**config.mk**
```make
export PLATFORM = sky130hd
export DESIGN_NAME = mesi_snoop_ctrl
export DESIGN_NICKNAME = d
export VERILOG_FILES = /design/src/rtl/mesi_pkg.sv /design/src/rtl/mesi_state_array.sv /design/src/rtl/mesi_req_decode.sv /design/src/rtl/mesi_snoop_resp.sv /design/src/rtl/mesi_snoop_ctrl.sv
export SDC_FILE = /design/constraint.sdc
export NUM_CORES = 1
export LEC_CHECK = 0
export ABC_CLOCK_PERIOD_IN_PS = 6100
export BUFFER_PORTS_ARGS = -buffer_cell sky130_fd_sc_hd__clkbuf_2
export CORE_UTILIZATION = 63
export CTS_CLUSTER_DIAMETER = 50
export DETAILED_ROUTE_END_ITERATION = 10
export PLACE_DENSITY = 0.93
export REMOVE_ABC_BUFFERS = 1
export SETUP_SLACK_MARGIN = 0.3
export SLEW_MARGIN = 20
export SYNTH_ARGS = -nofsm -noshare
export SYNTH_HDL_FRONTEND = slang
export SYNTH_SLANG_ARGS = --single-unit
```
**constraint.sdc**
```tcl
create_clock -name clk -period 6.1 [get_ports clk]
set_clock_uncertainty 0.05 [all_clocks]
set_input_delay 0.61 -clock clk [delete_from_list [all_inputs] [get_ports clk]]
set_output_delay 0.61 -clock clk [all_outputs]
set_load 0.005 [all_outputs]
```
**src/rtl/mesi_pkg.sv**
```systemverilog
package mesi_pkg;

  typedef enum logic [1:0] {ST_I = 2'd0, ST_S = 2'd1, ST_E = 2'd2, ST_M = 2'd3} mesi_t;
  typedef enum logic [1:0] {OP_RD = 2'd0, OP_WR = 2'd1, OP_EV = 2'd2, OP_RSV = 2'd3} pop_t;
  typedef enum logic [2:0] {
    BC_NONE = 3'd0, BC_RD = 3'd1, BC_RDX = 3'd2, BC_UPG = 3'd3, BC_WB = 3'd4
  } bcmd_t;

  // Bus transaction a processor request needs. On a miss, st is the state of
  // whatever other tag sits in the slot.
  function automatic bcmd_t need_cmd(pop_t op, logic hit, mesi_t st);
    bcmd_t c;
    case (op)
      OP_EV:   c = (hit && st == ST_M) ? BC_WB : BC_NONE;
      OP_WR:   c = hit ? ((st == ST_S) ? BC_UPG : BC_NONE)
                       : ((st == ST_M) ? BC_WB : BC_RDX);
      default: c = hit ? BC_NONE : ((st == ST_M) ? BC_WB : BC_RD);
    endcase
    return c;
  endfunction

  // State the requested line holds once the request completes.
  function automatic mesi_t done_state(pop_t op, logic hit, mesi_t st, logic shared_in);
    mesi_t n;
    case (op)
      OP_EV:   n = ST_I;
      OP_WR:   n = ST_M;
      default: n = hit ? st : (shared_in ? ST_S : ST_E);
    endcase
    return n;
  endfunction

  function automatic logic snoop_acts(bcmd_t c);
    return (c == BC_RD) || (c == BC_RDX) || (c == BC_UPG);
  endfunction

  function automatic mesi_t snoop_next(mesi_t cur, bcmd_t c);
    mesi_t n;
    case (c)
      BC_RD:          n = (cur == ST_I) ? ST_I : ST_S;
      BC_RDX, BC_UPG: n = ST_I;
      default:        n = cur;
    endcase
    return n;
  endfunction

endpackage

```
**src/rtl/mesi_state_array.sv**
```systemverilog
module mesi_state_array
  import mesi_pkg::*;
#(
  parameter int LINES = 16,
  parameter int TAG_W = 22,
  parameter int IDX_W = $clog2(LINES)
) (
  input  logic                         clk,
  input  logic                         rst_n,
  input  logic [IDX_W-1:0]             ra_idx,
  output mesi_t                        ra_st,
  output logic [TAG_W-1:0]             ra_tag,
  input  logic [IDX_W-1:0]             rb_idx,
  output mesi_t                        rb_st,
  output logic [TAG_W-1:0]             rb_tag,
  input  logic                         lw_en,
  input  logic [IDX_W-1:0]             lw_idx,
  input  mesi_t                        lw_st,
  input  logic [TAG_W-1:0]             lw_tag,
  input  logic                         sw_en,
  input  logic [IDX_W-1:0]             sw_idx,
  input  mesi_t                        sw_st,
  output logic [LINES-1:0][1:0]        st_vec
);

  logic [TAG_W-1:0] tag_all [LINES];

  for (genvar g = 0; g < LINES; g++) begin : g_line
    mesi_t            st_r;
    logic [TAG_W-1:0] tag_r;
    always_ff @(posedge clk or negedge rst_n) begin
      if (!rst_n) begin
        st_r  <= ST_I;
        tag_r <= '0;
      end else if (lw_en && lw_idx == IDX_W'(g)) begin
        st_r  <= lw_st;
        tag_r <= lw_tag;
      end else if (sw_en && sw_idx == IDX_W'(g)) begin
        st_r  <= sw_st;
      end
    end
    assign st_vec[g]  = st_r;
    assign tag_all[g] = tag_r;
  end

  assign ra_st  = mesi_t'(st_vec[ra_idx]);
  assign ra_tag = tag_all[ra_idx];
  assign rb_st  = mesi_t'(st_vec[rb_idx]);
  assign rb_tag = tag_all[rb_idx];

  // the two update paths never land on one slot in one cycle
  a_r13_one_writer: assert property (@(posedge clk) disable iff (!rst_n)
    !(lw_en && sw_en && lw_idx == sw_idx));

endmodule

```
**src/rtl/mesi_req_decode.sv**
```systemverilog
module mesi_req_decode
  import mesi_pkg::*;
#(
  parameter int TAG_W  = 22,
  parameter int IDX_W  = 4,
  parameter int OFF_W  = 6,
  parameter int ADDR_W = TAG_W + IDX_W + OFF_W
) (
  input  pop_t              op,
  input  logic [TAG_W-1:0]  rtag,
  input  logic [IDX_W-1:0]  ridx,
  input  mesi_t             slot_st,
  input  logic [TAG_W-1:0]  slot_tag,
  input  logic              shared_in,
  output logic              hit,
  output bcmd_t             cmd,
  output logic              victim,
  output logic              touch,
  output mesi_t             fin_st,
  output logic [ADDR_W-1:0] line_addr
);

  assign hit       = (slot_st != ST_I) && (slot_tag == rtag);
  assign cmd       = need_cmd(op, hit, slot_st);
  assign victim    = (cmd == BC_WB) && !hit;
  assign touch     = !(op == OP_EV && !hit);
  assign fin_st    = victim ? ST_I : done_state(op, hit, slot_st, shared_in);
  assign line_addr = {(victim ? slot_tag : rtag), ridx, {OFF_W{1'b0}}};

endmodule

```
**src/rtl/mesi_snoop_resp.sv**
```systemverilog
module mesi_snoop_resp
  import mesi_pkg::*;
#(
  parameter int TAG_W = 22
) (
  input  logic             valid,
  input  bcmd_t            cmd,
  input  logic [TAG_W-1:0] stag,
  input  mesi_t            slot_st,
  input  logic [TAG_W-1:0] slot_tag,
  output logic             hit,
  output logic             upd_en,
  output mesi_t            new_st,
  output logic             flush,
  output logic             shared
);

  assign hit    = valid && (slot_st != ST_I) && (slot_tag == stag);
  assign upd_en = hit && snoop_acts(cmd);
  assign new_st = snoop_next(slot_st, cmd);
  assign flush  = upd_en && (slot_st == ST_M);
  assign shared = hit && (cmd == BC_RD);

endmodule

```
**src/rtl/mesi_snoop_ctrl.sv**
```systemverilog
module mesi_snoop_ctrl
  import mesi_pkg::*;
#(
  parameter int ADDR_W     = 32,
  parameter int LINES      = 16,
  parameter int LINE_BYTES = 64
) (
  input  logic              clk,
  input  logic              rst_n,
  input  logic              req_valid,
  input  logic [1:0]        req_op,
  input  logic [ADDR_W-1:0] req_addr,
  output logic              req_ready,
  output logic              bus_req,
  output logic [2:0]        bus_cmd,
  output logic [ADDR_W-1:0] bus_addr,
  input  logic              bus_gnt,
  input  logic              bus_shared_in,
  input  logic              snp_valid,
  input  logic [2:0]        snp_cmd,
  input  logic [ADDR_W-1:0] snp_addr,
  output logic              snp_shared,
  output logic              snp_flush
);

  localparam int OFF_W = $clog2(LINE_BYTES);
  localparam int IDX_W = $clog2(LINES);
  localparam int TAG_W = ADDR_W - OFF_W - IDX_W;

  logic [IDX_W-1:0] req_idx, snp_idx;
  logic [TAG_W-1:0] req_tag, snp_tag;
  assign req_idx = req_addr[OFF_W +: IDX_W];
  assign req_tag = req_addr[ADDR_W-1 -: TAG_W];
  assign snp_idx = snp_addr[OFF_W +: IDX_W];
  assign snp_tag = snp_addr[ADDR_W-1 -: TAG_W];

  logic unused_offsets;
  assign unused_offsets = ^{req_addr[OFF_W-1:0], snp_addr[OFF_W-1:0]};

  // named internal events
  mesi_t            slot_st, sslot_st, dec_fin, snp_new;
  logic [TAG_W-1:0] slot_tag, sslot_tag;
  logic             dec_hit, dec_victim, dec_touch;
  bcmd_t            dec_cmd;
  logic [ADDR_W-1:0] dec_addr;
  logic             snp_hit, snp_upd;
  logic             stall, go, loc_we;
  logic [LINES-1:0][1:0] st_vec;

  mesi_state_array #(.LINES(LINES), .TAG_W(TAG_W), .IDX_W(IDX_W)) u_arr (
    .clk    (clk),
    .rst_n  (rst_n),
    .ra_idx (req_idx),
    .ra_st  (slot_st),
    .ra_tag (slot_tag),
    .rb_idx (snp_idx),
    .rb_st  (sslot_st),
    .rb_tag (sslot_tag),
    .lw_en  (loc_we),
    .lw_idx (req_idx),
    .lw_st  (dec_fin),
    .lw_tag (dec_victim ? slot_tag : req_tag),
    .sw_en  (snp_upd),
    .sw_idx (snp_idx),
    .sw_st  (snp_new),
    .st_vec (st_vec)
  );

  mesi_req_decode #(.TAG_W(TAG_W), .IDX_W(IDX_W), .OFF_W(OFF_W), .ADDR_W(ADDR_W)) u_dec (
    .op        (pop_t'(req_op)),
    .rtag      (req_tag),
    .ridx      (req_idx),
    .slot_st   (slot_st),
    .slot_tag  (slot_tag),
    .shared_in (bus_shared_in),
    .hit       (dec_hit),
    .cmd       (dec_cmd),
    .victim    (dec_victim),
    .touch     (dec_touch),
    .fin_st    (dec_fin),
    .line_addr (dec_addr)
  );

  mesi_snoop_resp #(.TAG_W(TAG_W)) u_snp (
    .valid    (snp_valid),
    .cmd      (bcmd_t'(snp_cmd)),
    .stag     (snp_tag),
    .slot_st  (sslot_st),
    .slot_tag (sslot_tag),
    .hit      (snp_hit),
    .upd_en   (snp_upd),
    .new_st   (snp_new),
    .flush    (snp_flush),
    .shared   (snp_shared)
  );

  assign stall     = req_valid && snp_valid && (snp_idx == req_idx);
  assign go        = req_valid && !stall;
  assign bus_req   = go && (dec_cmd != BC_NONE);
  assign bus_cmd   = bus_req ? dec_cmd : BC_NONE;
  assign bus_addr  = bus_req ? dec_addr : '0;
  assign req_ready = go && ((dec_cmd == BC_NONE) || (bus_gnt && !dec_victim));
  assign loc_we    = go && dec_touch && ((dec_cmd == BC_NONE) || bus_gnt);

  // ---- environment promises (see brief) ----
  a_r3_req_held: assert property (@(posedge clk) disable iff (!rst_n)
    (req_valid && !req_ready) |=> (req_valid && $stable(req_addr) && $stable(req_op)));
  a_r13_no_gnt_in_snoop: assert property (@(posedge clk) disable iff (!rst_n)
    !(bus_gnt && snp_valid));

  // ---- behaviour ----
  a_r3_req_has_cmd: assert property (@(posedge clk) disable iff (!rst_n)
    bus_req |-> (req_valid && bus_cmd != 3'd0 && bus_cmd <= 3'd4));
  a_r12_line_aligned: assert property (@(posedge clk) disable iff (!rst_n)
    bus_req |-> (bus_addr[OFF_W-1:0] == '0));
  a_r13_stall_quiet: assert property (@(posedge clk) disable iff (!rst_n)
    (req_valid && snp_valid && snp_addr[OFF_W +: IDX_W] == req_addr[OFF_W +: IDX_W])
      |-> (!req_ready && !bus_req));
  a_r9_flush_needs_snoop: assert property (@(posedge clk) disable iff (!rst_n)
    snp_flush |-> (snp_valid && snp_cmd != 3'd4 && snp_cmd != 3'd0));
  a_r10_shared_on_read_only: assert property (@(posedge clk) disable iff (!rst_n)
    snp_shared |-> (snp_valid && snp_cmd == 3'd1));
  a_r6_write_owns: assert property (@(posedge clk) disable iff (!rst_n)
    (req_valid && req_ready && req_op == 2'd1) |=> (st_vec[$past(req_idx)] == ST_M));
  a_r7_evict_drops: assert property (@(posedge clk) disable iff (!rst_n)
    (req_valid && req_ready && req_op == 2'd2 && dec_hit) |=> (st_vec[$past(req_idx)] == ST_I));
  a_r10_snoop_kill: assert property (@(posedge clk) disable iff (!rst_n)
    (snp_hit && (snp_cmd == 3'd2 || snp_cmd == 3'd3)) |=> (st_vec[$past(snp_idx)] == ST_I));

endmodule

```
# Yosys cells after proc, flatten, opt, wreduce, memory -nomap -nowiden
# Cells that the tools add are included.
[op_classes]
add_sub_neg = 0
n_mul = 0
div = 0
n_lt_le_gt_ge = 4
n_eq_ne = 42
n_shift = 0
mux = 58
bitwise_logic = 2
reduce_logical = 81
[op_table]
columns = ["op", "n"]
rows = [
  ["$bmux W22 S4", 2],
  ["$mux W22", 5],
  ["$mux W2", 38],
  ["$eq A4 B4 Y1 const B", 16],
  ["$logic_and A1 B1 Y1", 49],
  ["$eq A22 B22 Y1", 2],
  ["$reduce_bool A2 Y1", 18],
  ["$eq A4 B3 Y1 const B", 8],
  ["$mux W32", 1],
  ["$mux W3", 6],
  ["$bmux W2 S4", 2],
  ["$eq A4 B2 Y1 const B", 4],
  ["$ge A5 B5 Y1 const B", 2],
  ["$lt A4 B5 Y1 const B", 2],
  ["$not A4 Y5", 2],
  ["$eq A4 B1 Y1 const B", 2],
  ["$logic_not A4 Y1", 2],
  ["$pmux W2 S2", 2],
  ["$eq A2 B2 Y1 const B", 3],
  ["$eq A3 B2 Y1 const B", 2],
  ["$pmux W3 S2", 1],
  ["$eq A2 B1 Y1 const B", 2],
  ["$eq A4 B4 Y1", 1],
  ["$logic_not A1 Y1", 4],
  ["8 further kinds", 11],
]
[totals]
reg_bits = 384
latch_bits = 0
ramBits = 0
romBits = 0
out_inout_bits = 39
n_memories = 0

# Logic depth before layout (Yosys ltp)
# Gate-level depths: netlist of the first run.
[depth]
word_depth = 15
ltp_mapped = 16
depth_no_buf = 9

# Cells and area by module
# A second synthesis of the first run with hierarchy kept.
[hier_totals]
hier_cells = 1685
hier_area_um2 = 22749.3
[modules_own_cells]
columns = ["module", "n_inst", "cells_per_inst", "area_per_inst_um2", "seq_area_each_um2"]
rows = [
  ["mesi_state_array", 1, 1411, 20621.0, 9609.2],
  ["mesi_snoop_ctrl", 1, 125, 928.4, 0.0],
  ["mesi_req_decode", 1, 106, 868.3, 0.0],
  ["mesi_snoop_resp", 1, 43, 331.6, 0.0],
]

# Worst setup path after synthesis of the first run
# No wires, ideal clock.
[synth_timing]
path_type = "in2out"
from = "input port req_addr[7]"
to = "output port bus_addr[20]"
arrival_time_ns = 4.129
t_required_ns = 5.440
setup_slack_ns = 1.311
path_stages = 15
path_buffers = 6
path_cell_list = "buf_2 clkbuf_1 clkbuf_1 mux4_2 a22oi_1 nand2_1 xnor2_1 nand4_1 or4b_1 buf_2 o21ai_4 buf_6 mux2i_1 clkbuf_1 nor2b_1"
[synth_via]
elab_chain_cells = 13
[synth_rtl]
columns = ["item", "line", "rtl"]
rows = [
  ["start: declaration", "mesi_snoop_ctrl.sv:12", "input logic [ADDR_W-1:0] req_addr,"],
  ["$not A4 Y5 (implied by the code)", "mesi_state_array.sv:47", "assign ra_tag = tag_all[ra_idx];"],
  ["$bmux W22 S4", "mesi_state_array.sv:47", ""],
  ["$mux W22 (implied by the code) (2 in series)", "mesi_state_array.sv:47", ""],
  ["$eq A22 B22 Y1", "mesi_req_decode.sv:23", "assign hit = (slot_st != ST_I) && (slot_tag == rtag);"],
  ["$logic_and A1 B1 Y1", "mesi_req_decode.sv:23", ""],
  ["$logic_and A1 B1 Y1", "mesi_pkg.sv:14", "OP_EV: c = (hit && st == ST_M) ? BC_WB : BC_NONE;"],
  ["$mux W3", "mesi_pkg.sv:14", ""],
  ["$pmux W3 S2", "mesi_pkg.sv:13", "case (op)"],
  ["$eq A3 B3 Y1", "mesi_req_decode.sv:25", "assign victim = (cmd == BC_WB) && !hit;"],
  ["$logic_and A1 B1 Y1", "mesi_req_decode.sv:25", ""],
  ["$mux W22", "mesi_req_decode.sv:28", "assign line_addr = {(victim ? slot_tag : rtag), ridx, {OFF_W{1'b0}}};"],
  ["$mux W32 (*)", "mesi_snoop_ctrl.sv:101", "assign bus_addr = bus_req ? dec_addr : '0;"],
  ["end: declaration", "mesi_snoop_ctrl.sv:16", "output logic [ADDR_W-1:0] bus_addr,"],
]
# Every way passes the cells marked *; elsewhere a longest branch is shown, timed or not. The select of a mux whose other input is x is not followed.

# Final worst setup path of the first run
[layout_timing]
from = "input port req_addr[6]"
to = "output port bus_addr[8]"
[layout_via]
elab_chain_cells = 12
[layout_rtl]
columns = ["item", "line", "rtl"]
rows = [
  ["$not A4 Y5 (implied by the code)", "mesi_state_array.sv:47", ""],
  ["$bmux W22 S4", "mesi_state_array.sv:47", ""],
  ["$mux W22 (implied by the code) (2 in series)", "mesi_state_array.sv:47", ""],
  ["$eq A22 B22 Y1", "mesi_req_decode.sv:23", ""],
  ["$logic_and A1 B1 Y1", "mesi_req_decode.sv:23", ""],
  ["$logic_and A1 B1 Y1", "mesi_pkg.sv:14", ""],
  ["$mux W3", "mesi_pkg.sv:14", ""],
  ["$pmux W3 S2", "mesi_pkg.sv:13", ""],
  ["$reduce_bool A3 Y1", "mesi_snoop_ctrl.sv:99", "assign bus_req = go && (dec_cmd != BC_NONE);"],
  ["$logic_and A1 B1 Y1 (*)", "mesi_snoop_ctrl.sv:99", ""],
  ["$mux W32 (*)", "mesi_snoop_ctrl.sv:101", ""],
]
# Marks and branches as above.

==> results of run 1 <==
==> registers in the layout (all words and copies together), names as in the netlist <==
signal and flops:
u_arr.g_line.st_r 32, u_arr.g_line.tag_r 352
==> area by class of cell <==
class	instances	area (sq um)	share of cell area, %
Timing Repair Buffer	171	1180	4.628
Multi-Input combinational cell	1056	12580	49.35
Clock buffer	59	1236	4.848
Tap cell	461	576.8	2.262
Clock inverter	15	232.7	0.9127
Inverter	20	78.83	0.3092
Sequential cell	384	9609	37.69
==> per-layer routing <==
layer / share of wire, % / GRT usage [%] / vias up
met4: 6.6 / 22.61 / 0
li1: - / - / 6295
met1: 35 / 46.50 / 8209
met5: 0 / 0 / -
met2: 46 / 57.00 / 1196
met3: 12 / 10.52 / 315
==> report_power, final <==
| part | switching, mW | internal (mW) | leakage [nW] |
|---|---|---|---|
| sequential | 0.527 | 3.18 | 4.92 |
| clock | 1.08 | 1.63 | 0.710 |
| combinational | 1.08 | 1.33 | 5.24 |
| total | 2.69 | 6.14 | 10.9 |
==> worst max-delay path by stage <==
stage                                                  endpoint  slack [ns]  cells past startpoint
after CTS                                           bus_addr[8]        0.36                     13
after floorplan                                    bus_addr[20]        1.09                      9
after global routing                               bus_addr[24]        0.34                     13
after global placement    u_arr.g_line[2].tag_r[19]$_DFFE_PN0P_        0.37                     11
after detailed placement  u_arr.g_line[2].tag_r[13]$_DFFE_PN0P_        0.33                     11
final                                               bus_addr[8]        0.55                     13
==> timing repair <==
item / CTS / global route
resized for setup: 0 / 6
setup endpoints to repair: 0 / 27
hold endpoints to repair: 0 / 0
setup buffers: 0 / 0
==> metrics by stage <==
| stage | power [mW] | area [sq um] | hold WS, ns | util [%] | setup slack [ns] |
|---|---|---|---|---|---|
| after floorplan | 5.186 | 22220 | 0.2644 | - | 1.087 |
| after global placement | 5.828 | 24010 | 0.4326 | 67.01 | 0.3734 |
| after detailed placement | 6.027 | 24010 | 0.4504 | 67.01 | 0.3254 |
| after CTS | 8.770 | 25480 | 0.03419 | 71.11 | 0.3614 |
| after global routing | 9.127 | 25500 | 0.06348 | 71.16 | 0.3399 |
| final | 8.831 | 25500 | 0.002196 | 71.16 | 0.5514 |
==> kinds of logic after synthesis <==
family          Yosys count
fa+ha+maj                 2
xor+xnor                 42
compound gates          105
mux                     716
flops                   384
other cells               1
buf+inv                 162
simple gates            185
==> cell usage in the layout (no fill, tap or decap), types with 18 or more instances in the layout <==
master	netlist	layout
inv_1	19	19
mux2i_1	133	133
xnor2_1	25	25
nand2b_1	24	24
mux4_2	194	194
nor2_1	31	31
buf_4	10	70
nor2b_1	30	30
mux2_2	355	355
nand2_1	30	30
clkbuf_2	0	89
clkbuf_16	0	43
dfrtp_1	384	384
mux2_4	18	18
==> summary.txt, run 1 <==
STA
  • Max-slew violation count: 0
  • Setup violators final: 0
  • Hold Fails Final Rpt: 0
  • RSZ-0062 raised after global routing: no
  • Setup TNS: 0 ns
  • Fin crit share: roughly nine tenths
  • Worst rel slew slack: around 20%
  • Peak Freq: roughly 180 MHz
  • Worst slew pin tran: 1.196 ns
  • Final min period: ~5.5 ns

Placed design
  • Post-DP HPWL: roughly 42,000 microns
  • IO Port Bufs: 95
  • DP Cell Count: 2,092
  • RePlAce Congestion: 0.9947

Clock tree
  • Later-pin clock latency in the skew report: 0.56 ns
  • CTS clk-pin slew, worst paths: 0.06 ns
  • # clock sinks: about 380
  • CTS Buf Count: between 40 and 50
  • CTS Hold Buffers Added: 0
  • CTS tree: yes
  • H-Tree Depth: 2
  • Root Buffer: clkbuf_16
  • Clock Path Buffers: 3

Yosys
  • Seq cells post-synth: ~380
  • Largest family of logic cells by synthesized area: multiplexers
  • Top cells by area, synth: dfrtp_1 (41%), mux4_2 (19%), mux2_2 (17%)
  • Synth Area in Simple Gates: 4.489%
  • Sequential area share after synthesis: 41.49%
  • Yosys Warn Count: 0
  • Xor/xnor share of the synthesized area: under 10%
  • Post-Synthesis Cells: 1,597
  • Mux cell area share after synthesis: 43.82%
  • Syn Area/Cell: 14.50 sq um
  • Post-synth EDFFs: 0
  • Ys async rst share: 100.0%
  • Post-synth top area cell: dfrtp_1
  • Top post-synthesis cells by count: dfrtp_1 (384), mux2_2 (355), mux4_2 (194)
  • Cell with the most instances after synthesis: dfrtp_1
  • Cell area after synthesis: roughly 0.023 sq mm
  • Post-synthesis adder-cell area fraction: 0.1080%
  • Yosys cell types: between 70 and 80
  • Yosys top cell area share: around two fifths
  • Compound-gate portion of the synthesized area: under 10%
  • Ys flop type: dfrtp_1

Worst hold path
  • Worst min path class: in2async

Detailed routing
  • # DRC: 0
  • Vias: about 16,000
  • Drt total wl: about 68,000 microns
  • Routed Antenna Nets: 0
  • Detail-routed via count per cell: approximately 7.4
  • Pre-antenna DRT Iters: 5
  • Iter 0 DRT Violations: between 2,000 and 2,500
  • Per-cell routed wire length: approximately 31 microns

Critical path
  • Crit-path cells: buf_12 > buf_4 > mux4_2 > mux4_2 > xnor2_1 > o211ai_1 > or4b_1 > buf_4 > nor4_1 > o31ai_4 > buf_4 > nor2_1 > clkbuf_2
  • Worst endpoint required time: 5.44 ns
  • Family with the most delay on the worst path: simple AND/OR/NAND/NOR gates
  • Worst path most repeated cell: buf_4
  • Worst Path Arrival: slightly below 5 ns
  • Launch point of the worst path: req_addr[6]
  • CP max FO: 41
  • Crit path buffers/inverters: 5
  • R2r worst-path depth: 10
  • CP max stage cell: or4b_1
  • FF-to-FF End: u_arr.g_line[2].tag_r[13]$_DFFE_PN0P_
  • Critical Path Source Type: input pin
  • Flop2flop setup slack: around 1.1 ns
  • Slowest stage delay, CP: around 0.64 ns
  • Crit Path Category: in2out
  • Reg-to-Reg Start: u_arr.g_line[7].tag_r[13]$_DFFE_PN0P_
  • Worst setup EP type: output pin

Global routing
  • First-pass GRT wire length: between 100,000 and 150,000 microns
  • GR Overflow Total: 0
  • Vias in the first global route: 17,000
  • Antenna violations before repair: 0
  • Largest net degree at the start of global routing: roughly 180
  • Gr usage total: ~37%

Die
  • Die Y: between 150 and 200 microns
  • I/O pins: 114
  • Initial Util: between 60% and 70%
  • Rows: 69
  • Core area: between 0.03 and 0.04 sq mm
  • Die area: approximately 0.038 sq mm
  • Die Wd: ~190 microns

Cells and area
  • Post-Layout Cell Count: 2,166
  • Final Net Count: ~1,800
  • Layout cell share with drive strength beyond 1: approximately half
  • N_diodes: 0
  • Fill cells: 2,214
  • Area Overhead vs Synth: 10.09%

Job
  • Max-Cap Viols: 0

Pwr
  • Leakage power: between 10 and 15 nW
  • VDD IR-drop max: approximately 290 uV
  • Power density over the cells: between 300 and 400 mW/mm^2

Run status
  • Status: finished, final reports clean
No activity file was read; power rests on OpenSTA's default activity.
==> run 2: changes to the inputs <==
--- a/config.mk
+++ b/config.mk
@@ -7,13 +7,14 @@
 export LEC_CHECK = 0
 export ABC_CLOCK_PERIOD_IN_PS = 6100
 export BUFFER_PORTS_ARGS = -buffer_cell sky130_fd_sc_hd__clkbuf_2
+export CORE_MARGIN = 2
 export CORE_UTILIZATION = 63
 export CTS_CLUSTER_DIAMETER = 50
 export DETAILED_ROUTE_END_ITERATION = 10
 export PLACE_DENSITY = 0.93
 export REMOVE_ABC_BUFFERS = 1
 export SETUP_SLACK_MARGIN = 0.3
-export SLEW_MARGIN = 20
+export SLEW_MARGIN = 5
 export SYNTH_ARGS = -nofsm -noshare
 export SYNTH_HDL_FRONTEND = slang
 export SYNTH_SLANG_ARGS = --single-unit
==> summary.txt, run 2 (same netlist as run 1, synthesis figures left out) <==
Run status
  • Status: finished, violations left (was finished, final reports clean)
  • Failing checks: hold timing, capacitance limit

STA
  • Worst rel slew slack: 1.131% (was 20.10%)
  • Hold slack: -0.01331 ns (was 0.002196 ns)
  • Final min period: 5.488 ns (was 5.549 ns)
  • Setup violators final: 0 (unchanged)
  • Setup TNS: 0 ns (unchanged)
  • Fin crit share: 89.97% (was 90.96%)
  • Max-slew violation count: 0 (unchanged)
  • Worst slew pin tran: 1.478 ns (was 1.196 ns)
  • Peak Freq: 182.2 MHz (was 180.2 MHz)
  • Hold Fails Final Rpt: 2 (was 0)
  • RSZ-0062 raised after global routing: no (unchanged)

Critical path
  • Worst Path Arrival: 4.83 ns (was 4.89 ns)
  • Reg-to-Reg Start: u_arr.g_line[15].tag_r[1]$_DFFE_PN0P_ (was u_arr.g_line[7].tag_r[13]$_DFFE_PN0P_)
  • Flop2flop setup slack: 0.95 ns (was 1.05 ns)
  • CP max FO: 41 (unchanged)
  • Crit path buffers/inverters: 4 (was 5)
  • CP max stage cell: or4b_4 (was or4b_1)
  • Critical Path Source Type: input pin (unchanged)
  • Crit-path cells: buf_12 > mux4_2 > mux4_2 > xor2_1 > nor2_1 > o211ai_1 > or4b_4 > o21ai_4 > buf_12 > mux2i_1 > buf_4 > nor2b_1 > clkbuf_2 (was buf_12 > buf_4 > mux4_2 > mux4_2 > xnor2_1 > o211ai_1 > or4b_1 > buf_4 > nor4_1 > o31ai_4 > buf_4 > nor2_1 > clkbuf_2)
  • Worst setup EP type: output pin (unchanged)
  • Crit Path Category: in2out (unchanged)
  • Slowest stage delay, CP: 0.62 ns (was 0.64 ns)
  • Worst endpoint required time: 5.44 ns (about the same)
  • R2r worst-path depth: 10 (unchanged)
  • Family with the most delay on the worst path: multiplexers (was simple AND/OR/NAND/NOR gates)
  • FF-to-FF End: u_arr.g_line[0].tag_r[3]$_DFFE_PN0P_ (was u_arr.g_line[2].tag_r[13]$_DFFE_PN0P_)

Clock tree
  • CTS tree: yes (unchanged)
  • Post-CTS setup buffer count: 0 (unchanged)
  • # clock sinks: 384 (unchanged)
  • H-Tree Depth: 2 (unchanged)
  • CTS clk-pin slew, worst paths: 0.06 ns (about the same)
  • Clock Path Buffers: 3 (unchanged)
  • CTS Buf Count: 45 (was 43)
  • Root Buffer: clkbuf_16 (unchanged)
  • Later-pin clock latency in the skew report: 0.57 ns (was 0.56 ns)

Die
  • Rows: 70 (was 69)
  • Die Y: 195.7 microns (was 193.7 microns)
  • I/O pins: 114 (unchanged)
  • Die Wd: 195.7 microns (was 193.7 microns)
  • Die area: 0.03831 sq mm (was 0.03753 sq mm)
  • Core area: 0.03643 sq mm (was 0.03583 sq mm)
  • Initial Util: 63.57% (was 64.64%)

Cells and area
  • Largest regs: u_arr.g_line.tag_r: 352 flops, u_arr.g_line.st_r: 32 flops (unchanged)
  • Layout cell share with drive strength beyond 1: 49.07% (was 48.86%)
  • Max FFs per register: 352 (unchanged)
  • Area Overhead vs Synth: 10.18% (was 10.09%)
  • Final Net Count: 1,755 (was 1,753)
  • Largest Register: u_arr.g_line.tag_r (unchanged)
  • Fill cells: 2,233 (was 2,214)
  • Most common cell after layout, fill and taps aside: dfrtp_1 (unchanged)
  • Most frequent cells in the layout: dfrtp_1 (384), mux2_2 (355), mux4_2 (194) (unchanged)

Detailed routing
  • Routed Antenna Nets: 0 (unchanged)
  • DR top layer: met4 (unchanged)
  • # DRC: 0 (unchanged)
  • Iter 0 DRT Violations: 1,829 (was 2,044)
  • Vias: 15,980 (was 16,020)
  • Detail-routed via count per cell: 7.329 (was 7.394)
  • Per-cell routed wire length: 30.75 microns (was 31.23 microns)
  • Pre-antenna DRT Iters: 5 (unchanged)
  • Routed met2 length: 31,540 microns (was 31,370 microns)
  • Wire length on met3: 7521 microns (was 7884 microns)
  • Drt total wl: 67,080 microns (was 67,650 microns)
  • WL met1: 24,110 microns (was 23,930 microns)

Pwr
  • Power density over the cells: 347.3 mW/mm^2 (was 346.4 mW/mm^2)
  • VDD IR-drop max: 347.8 uV (was 290.9 uV)
  • Leakage power: 10.90 nW (was 10.87 nW)
  • Tot Pwr: 8.863 mW (was 8.831 mW)

Placed design
  • Post-DP HPWL: 42,150 microns (was 42,440 microns)
  • IO Port Bufs: 95 (unchanged)
  • RePlAce Congestion: 0.9384 (was 0.9947)

Worst hold path
  • Worst min path class: in2async (unchanged)

Global routing
  • Largest net degree at the start of global routing: 170 (was 176)
  • GR Overflow Total: 0 (unchanged)
  • First-pass GRT wire length: 102,300 microns (was 103,900 microns)
  • Antenna violations before repair: 0 (unchanged)
  • Vias in the first global route: 16,860 (was 17,000)
  • Gr usage total: 35.84% (was 36.91%)

Job
  • Max-Cap Viols: 1 (was 0)
==> run 2: changes by cell type in the layout (fill, tap and decap cells not counted), sizes merged <==
cell      previous run  this run
bufinv               5         3
clkbuf             148       153
clkinvlp             5         4
diode                0         1
inv                 19        24
==> run 2: routing by layer <==
| layer | global-route usage [%] | up-vias |
|---|---|---|
| met1 | 46.14 | 8234 |
| met5 | 0 | - |
| met4 | 18.13 | 0 |
| met2 | 56.14 | 1139 |
| li1 | - | 6313 |
| met3 | 10.50 | 298 |
==> run 2: how the worst max path moves through the flow <==
stage | slack (ns) | to | cells after the start | start
2_1_floorplan | 1.09 | bus_addr[20] | 9 | req_addr[8]
3_3_place_gp | 0.30 | u_arr.g_line[0].tag_r[16]$_DFFE_PN0P_ | 13 | req_addr[6]
3_5_place_dp | 0.24 | u_arr.g_line[0].tag_r[3]$_DFFE_PN0P_ | 13 | req_addr[6]
4_1_cts | 0.34 | bus_addr[12] | 14 | req_addr[7]
5_1_grt | 0.37 | bus_addr[12] | 15 | req_addr[6]
6_report | 0.61 | bus_addr[12] | 13 | req_addr[6]
==> run 2: area by class of cell <==
class                   instances  area, sq um  share of cell area [%]
multi-input cells            1056        12590                   49.33
flip-flops and latches        384         9609                   37.65
clock buffers                  64         1318                   5.163
repair buffers                171         1151                   4.511
well taps                     468        585.6                   2.295
clock inverters                17        186.4                  0.7305
inverters                      20        78.83                  0.3089
diodes                          1        2.502                0.009806
==> run 2: where the power goes <==
part / total, mW / internal, mW / switching (mW)
Combinational: 2.42 / 1.33 / 1.08
Sequential: 3.69 / 3.18 / 0.517
Clock: 2.75 / 1.63 / 1.12
Total: 8.86 / 6.14 / 2.72
==> run 2: through the flow <==
step	hold slack [ns]	instance area, sq um	setup slack (ns)	std cells	util, %
3_5_place_dp	0.4457	23990	0.2371	2099	65.85
5_1_grt	0.1226	25520	0.3674	2180	70.03
4_1_cts	0.1075	25500	0.3360	2180	69.99
2_1_floorplan	0.2644	22220	1.087	1460	-
3_3_place_gp	0.4323	23990	0.2957	2099	65.85
6_report	-0.01331	25520	0.6118	2181	70.04
==> run 2: what timing repair did <==
| item | CTS | global route |
|---|---|---|
| gates resized for setup | 1 | 5 |
| hold buffers | 0 | 0 |
| endpoints found under the setup margin | 14 | 26 |
| pin swaps | 0 | 0 |
